$ cat src/rtl/lockgate_pkg.sv
package lockgate_pkg;
  typedef enum logic [1:0] {
    ST_OFF  = 2'd0,
    ST_ACQ  = 2'd1,
    ST_PASS = 2'd2
  } lockState_e;

  typedef struct packed {
    logic outEn;
    logic forceLow;
  } outCtrl_t;
endpackage

$ cat src/rtl/lockgate_outpath.sv
module lockgate_outpath
  import lockgate_pkg::*;
#(
  parameter int DW          = 8,
  parameter int SYNC_STAGES = 2
) (
  input  logic          clk,
  input  logic          rst_n,
  input  logic          pclkIn,
  input  logic [DW-1:0] dataIn,
  input  logic          invStrobe,
  input  outCtrl_t      ctrl,
  output logic          clkLvl,
  output logic [DW-1:0] dataOut,
  output logic          clkOut,
  output logic          outEn
);
  localparam int LAST = SYNC_STAGES - 1;

  logic [SYNC_STAGES-1:0] clkPipe;
  logic [DW-1:0]          dataPipe [SYNC_STAGES];

  // Clock level and data share one pipeline depth so they stay aligned.
  for (genvar g = 0; g < SYNC_STAGES; g++) begin : gStage
    if (g == 0) begin : gFirst
      always_ff @(posedge clk or negedge rst_n) begin
        if (!rst_n) begin
          clkPipe[0]  <= 1'b0;
          dataPipe[0] <= '0;
        end else begin
          clkPipe[0]  <= pclkIn;
          dataPipe[0] <= dataIn;
        end
      end
    end else begin : gNext
      always_ff @(posedge clk or negedge rst_n) begin
        if (!rst_n) begin
          clkPipe[g]  <= 1'b0;
          dataPipe[g] <= '0;
        end else begin
          clkPipe[g]  <= clkPipe[g-1];
          dataPipe[g] <= dataPipe[g-1];
        end
      end
    end
  end

  assign clkLvl  = clkPipe[LAST];
  assign dataOut = ctrl.forceLow ? '0 : dataPipe[LAST];
  assign clkOut  = ctrl.forceLow ? 1'b0 : (clkPipe[LAST] ^ invStrobe);
  assign outEn   = ctrl.outEn;
endmodule

$ cat src/rtl/lockgate_ctrl.sv
module lockgate_ctrl
  import lockgate_pkg::*;
#(
  parameter int LOCK_PERIODS = 32800,
  parameter int TW           = 8
) (
  input  logic          clk,
  input  logic          rst_n,
  input  logic          pwrUp,
  input  logic          clkLvl,
  input  logic [TW-1:0] timeoutCycles,
  output outCtrl_t      ctrl
);
  localparam int CW = $clog2(LOCK_PERIODS + 1);
  localparam logic [TW-1:0] IDLE_MAX  = {TW{1'b1}};
  localparam logic [CW-1:0] LAST_EDGE = CW'(LOCK_PERIODS - 1);

  lockState_e    state, stateNext;
  logic          prevLvl;
  logic          clkRise;
  logic          clkLost;
  logic [TW-1:0] idleCnt;
  logic [CW-1:0] lockCnt;
  outCtrl_t      ctrlQ;

  assign clkRise = clkLvl & ~prevLvl;
  assign clkLost = (idleCnt >= timeoutCycles);

  // Activity watchdog: reference cycles since the last rising edge.
  always_ff @(posedge clk or negedge rst_n) begin
    if (!rst_n) begin
      prevLvl <= 1'b0;
      idleCnt <= '0;
    end else begin
      prevLvl <= clkLvl;
      if (clkRise)                idleCnt <= '0;
      else if (idleCnt != IDLE_MAX) idleCnt <= idleCnt + 1'b1;
    end
  end

  // Lock counter: only advances while acquiring with an active clock.
  always_ff @(posedge clk or negedge rst_n) begin
    if (!rst_n)                            lockCnt <= '0;
    else if (state != ST_ACQ || clkLost)   lockCnt <= '0;
    else if (clkRise)                      lockCnt <= lockCnt + 1'b1;
  end

  always_comb begin
    stateNext = state;
    case (state)
      ST_OFF:  if (pwrUp) stateNext = ST_ACQ;
      ST_ACQ: begin
        if (!pwrUp) stateNext = ST_OFF;
        else if (clkRise && !clkLost && lockCnt == LAST_EDGE) stateNext = ST_PASS;
      end
      ST_PASS: begin
        if (!pwrUp)       stateNext = ST_OFF;
        else if (clkLost) stateNext = ST_ACQ;
      end
      default: stateNext = ST_OFF;
    endcase
  end

  // Entry to pass happens only on a detected edge, so release is boundary aligned.
  always_ff @(posedge clk or negedge rst_n) begin
    if (!rst_n) begin
      state          <= ST_OFF;
      ctrlQ.outEn    <= 1'b0;
      ctrlQ.forceLow <= 1'b1;
    end else begin
      state          <= stateNext;
      ctrlQ.outEn    <= (stateNext != ST_OFF);
      ctrlQ.forceLow <= (stateNext != ST_PASS);
    end
  end

  assign ctrl = ctrlQ;

  assert_off_on_pwrdn_R1: assert property (@(posedge clk) disable iff (!rst_n)
    !pwrUp |=> (!ctrlQ.outEn && ctrlQ.forceLow));

  assert_release_on_edge_R7: assert property (@(posedge clk) disable iff (!rst_n)
    $fell(ctrlQ.forceLow) |-> $past(clkRise));

  assert_loss_forces_low_R4: assert property (@(posedge clk) disable iff (!rst_n)
    clkLost |=> ctrlQ.forceLow);

  assert_lockcnt_bound_R3: assert property (@(posedge clk) disable iff (!rst_n)
    lockCnt <= CW'(LOCK_PERIODS));
endmodule

$ cat src/rtl/lock_gated_oe.sv
module lock_gated_oe
  import lockgate_pkg::*;
#(
  parameter int DW           = 8,
  parameter int SYNC_STAGES  = 2,
  parameter int LOCK_PERIODS = 32800,
  parameter int TW           = 8
) (
  input  logic          clk,
  input  logic          rst_n,
  input  logic          pwrUp,
  input  logic          pclkIn,
  input  logic          invStrobe,
  input  logic [TW-1:0] timeoutCycles,
  input  logic [DW-1:0] dataIn,
  output logic [DW-1:0] dataOut,
  output logic          clkOut,
  output logic          outEn
);
  outCtrl_t ctrl;
  logic     clkLvl;

  lockgate_ctrl #(.LOCK_PERIODS(LOCK_PERIODS), .TW(TW)) uCtrl (
    .clk(clk), .rst_n(rst_n), .pwrUp(pwrUp), .clkLvl(clkLvl),
    .timeoutCycles(timeoutCycles), .ctrl(ctrl)
  );

  lockgate_outpath #(.DW(DW), .SYNC_STAGES(SYNC_STAGES)) uPath (
    .clk(clk), .rst_n(rst_n), .pclkIn(pclkIn), .dataIn(dataIn),
    .invStrobe(invStrobe), .ctrl(ctrl), .clkLvl(clkLvl),
    .dataOut(dataOut), .clkOut(clkOut), .outEn(outEn)
  );
endmodule

$ cat config.mk
export PLATFORM = sky130hd
export DESIGN_NAME = lock_gated_oe
export DESIGN_NICKNAME = d
export VERILOG_FILES = /design/src/rtl/lockgate_pkg.sv /design/src/rtl/lockgate_outpath.sv /design/src/rtl/lockgate_ctrl.sv /design/src/rtl/lock_gated_oe.sv
export SDC_FILE = /design/constraint.sdc
export NUM_CORES = 1
export LEC_CHECK = 0
export BUFFER_PORTS_ARGS = -buffer_cell sky130_fd_sc_hd__buf_4
export CAP_MARGIN = 10
export CORE_MARGIN = 1
export CORE_UTILIZATION = 43
export DETAILED_ROUTE_END_ITERATION = 10
export SLEW_MARGIN = 20
export SYNTH_ARGS = -nofsm -noshare
export SYNTH_HDL_FRONTEND = slang
export SYNTH_SLANG_ARGS = --single-unit
$ cat constraint.sdc
create_clock -name clk -period 2 [get_ports clk]
set_input_delay 0.1 -clock clk [delete_from_list [all_inputs] [get_ports clk]]
set_output_delay 0.1 -clock clk [all_outputs]
set_load 0.05 [all_outputs]
==> results.sh <==
export IMPL_drt_pass1_iter_count=4
export IMPL_comb_power_share_pct=12.6
export IMPL_synth_edf_count=0
export IMPL_clock_root_buffer="clkbuf_8"
export IMPL_critPathBufInv=1
export IMPL_end_kind="flip-flop"
export IMPL_critical_path_arrival_ns=2.05
export IMPL_status="finished clean"
export IMPL_slowest_stage="dfrtp_1"
export IMPL_wl_per_cell_um=14.68
export IMPL_finalCoreUtilization_pct=57.46
export IMPL_final_instance_count_excl_fill=311
export IMPL_startpoint_type="flip-flop"
export IMPL_die_area_um2=5528
export IMPL_rsz0062_at_grt="false"
export IMPL_track_usage_pct=19.07
export IMPL_power_density_nw_per_um2=718.4
export IMPL_insertedDiodeCount=0
export IMPL_wirelength_um=4567
export IMPL_finalCriticalPeriod_ns=1.880
export IMPL_timing_final_ws_setup_ns=0.1202
export IMPL_synth_top_area_cell="dfrtp_1"
export IMPL_cts_sinks=47
export IMPL_min_period_over_period_pct=93.99
export IMPL_drt_first_iter_violations=83
export IMPL_hold_slack_ns=0.3379
export IMPL_worst_slew_pin_slew_ns=0.8045
export IMPL_hold_viol_final=0
export IMPL_max_stage_delay_ns=0.44
export IMPL_dp_cells=292
export IMPL_grt_pass1_vias=1766
export IMPL_io_buffers=30
export IMPL_num_rows=25
export IMPL_gr_total_overflow=0
export IMPL_drtAntennaViolNets=0
export IMPL_fin_area_um2=2804
export IMPL_syn_nets=228
export IMPL_synth_area_per_cell_um2=11.43
export IMPL_required_ns=2.17
export IMPL_syn_area_um2=2251
export IMPL_synth_top_cell_area_share_pct=51.14
export IMPL_viasPerCell=5.453
export IMPL_yosysSeqAreaShare_pct=52.31
export IMPL_cts_buffers=5
export IMPL_dpl_hpwl_um=3118
export IMPL_setup_viol=0
export IMPL_fp_dieH_um=74.35
export IMPL_synth_cells=197
export IMPL_cts_tree="yes"
export IMPL_clkLatencyLatePin_ns=0.29
export IMPL_hold_class="in -> async"
export IMPL_ys_flop_type="dfrtp_1"
export IMPL_nets=274
export IMPL_synth_area_leaders="dfrtp_1 (51%), ha_1 (5.6%), nor2b_1 (3.3%), nor4_1 (3.3%), xor2_1 (3.1%)"
export IMPL_grt_pass1_wl_um=7900
export IMPL_grt_max_degree=48
export IMPL_path_class="reg -> reg"
export IMPL_dpl_cell_area_um2=2556
export IMPL_vias=1696
export IMPL_drive_above_1_share_pct=22.95
export IMPL_clkPwrFrac_pct=35.4
export IMPL_setup_tns_ns=0
export IMPL_core_um2=4880
export IMPL_netSwitchingFraction_pct=23.89
export IMPL_crit_chain="ha_1 > and3_1 > o21ai_1 > a31oi_2 > buf_4 > a2111oi_1"
export IMPL_finalPower_mw=2.014
export IMPL_met1Wirelength_um=2176
export IMPL_antenna_found_initial=0
export IMPL_ios=31
export IMPL_area_growth_syn_to_layout_pct=24.57
export IMPL_htree_num_levels=2
export IMPL_finalMaxSlewViolations=0
export IMPL_ys_ff_latch=47
export IMPL_route_met3_wl_um=180
export IMPL_wl_met2_um=2154
export IMPL_path_delay_family="compound AO/OA/AOI/OAI gates"
export IMPL_pre_cts_ws_ns=0.07968
export IMPL_power_leakage_nw=1.247
export IMPL_top_layer="met4"
export IMPL_clock_path_buffers=2
export IMPL_clock_skew_final_ns=0.006612
export IMPL_irDropWorstVdd_mv=0.4469
export IMPL_yosys_warnings=0
export IMPL_initial_utilization_pct=46.13
export IMPL_drcViolationCount=0
export IMPL_p_int_mw=1.533
export IMPL_power_switching_uw=481.1
export IMPL_slew_headroom_pct=46.37
export IMPL_cp_max_fo=19
export IMPL_ys_types=46
export IMPL_maxCapViolCount=0
export IMPL_fmax_ghz=0.5320
export IMPL_clk_pin_slew_ns=0.09
export IMPL_n_fill_cell=441
export IMPL_gp_congestion=0.7922
export IMPL_die_x_um=74.35
export IMPL_seqPwrFrac_pct=51.9
export IMPL_async_flop_share_pct=100.0
state kept, by name, indices dropped and copies added, names as in the netlist:
name            flops
uCtrl.ctrl          2
uCtrl.idleCnt       8
uCtrl.lockCnt      16
uCtrl.prevLvl       1
uCtrl.state         2
uPath.clkLvl        1
uPath.clkPipe       1
uPath.dataPipe     16
layer usage:
metal,track usage [%],up-vias
met4,7.338,0
met2,30.81,40
met5,0,-
li1,-,818
met1,24.67,830
met3,5.014,8
layout make-up:
class | instances | area [um^2] | area share [%]
timing repair buffer | 46 | 372.9 | 13.30
tap | 67 | 83.83 | 2.990
multi-input combinational | 133 | 1013 | 36.14
inverter | 10 | 37.54 | 1.339
clock inverter | 2 | 35.03 | 1.249
sequential | 47 | 1179 | 42.03
clock buffer | 6 | 82.58 | 2.945
worst reg2reg max path: cells and delay by family (launching register included):
family	cells	cell delay (ns)
compound gates	3	0.62
flops	1	0.44
fa+ha+maj	1	0.31
buf+inv	1	0.22
simple gates	1	0.18
cell families (layout without fill, tap and decap cells):
| logic type | count (synthesis) | in the layout | share of synthesized area, % |
|---|---|---|---|
| adders and majority gates | 10 | 10 | 5.559 |
| DFF | 47 | 47 | 52.31 |
| muxes | 2 | 2 | 0.8894 |
| xor gates and xnor gates | 14 | 14 | 5.448 |
| and+or+nand+nor | 80 | 80 | 22.79 |
| AOI/OAI and AO/OA | 27 | 27 | 9.505 |
| buffers and inverters | 17 | 64 | 3.502 |
power by group through the flow:
stage                     clock network [mW]  logic, mW  registers (mW)
after floorplan                            0      0.123            1.06
after global placement                     0      0.220            1.06
after detailed placement                   0      0.235            1.06
after CTS                              0.731      0.254            1.04
after global routing                   0.766      0.287            1.06
final                                  0.714      0.254            1.05
worst paths after layout:
path / slack, ns / cells past startpoint / startpoint / to
setup / recovery: 0.12 / 6 / uCtrl.idleCnt[1] / uCtrl.lockCnt[14]
hold / removal: 0.34 / 2 / rst_n / uCtrl.lockCnt[15]
setup reg to reg: 0.12 / 6 / uCtrl.idleCnt[1] / uCtrl.lockCnt[14]
hold reg to reg: 0.35 / 0 / uPath.dataPipe[11] / uPath.dataPipe[3]
max in group asynchronous: 1.24 / 2 / rst_n / uCtrl.idleCnt[0]
min in group clk: 0.35 / 0 / uPath.dataPipe[11] / uPath.dataPipe[3]
cell usage after synthesis, types with 3 or more instances:
cell type	count
o21ai_1	6
xnor2_1	6
a31oi_1	4
clkbuf_1	5
a2111oi_2	3
nor2_1	7
nor4_1	12
dfrtp_1	46
xor2_1	8
nand4_1	8
ha_1	10
or3_1	4
inv_1	10
and3_1	3
and4_1	3
nor2b_1	12
nand2_1	9
placed cells by master (no fill, tap or decap), drive strengths merged, types with 7 or more instances in the layout:
master       Yosys  final
dfrtp           46     46
buf              2     35
nor2b           12     12
nor4            12     12
dlygate4sd3      0     11
inv             10     10
ha              10     10
nand2            9      9
nand4            9      9
xor2             8      8
o21ai            8      8
nor2             7      7
what timing repair did:
item	in CTS	in global routing
hold endpoints to repair	56	0
buffers inserted	0	0
hold buffers	11	0
gates resized for setup	0	4
setup endpoints to repair	0	3
No activity file was read; power rests on OpenSTA's default activity.
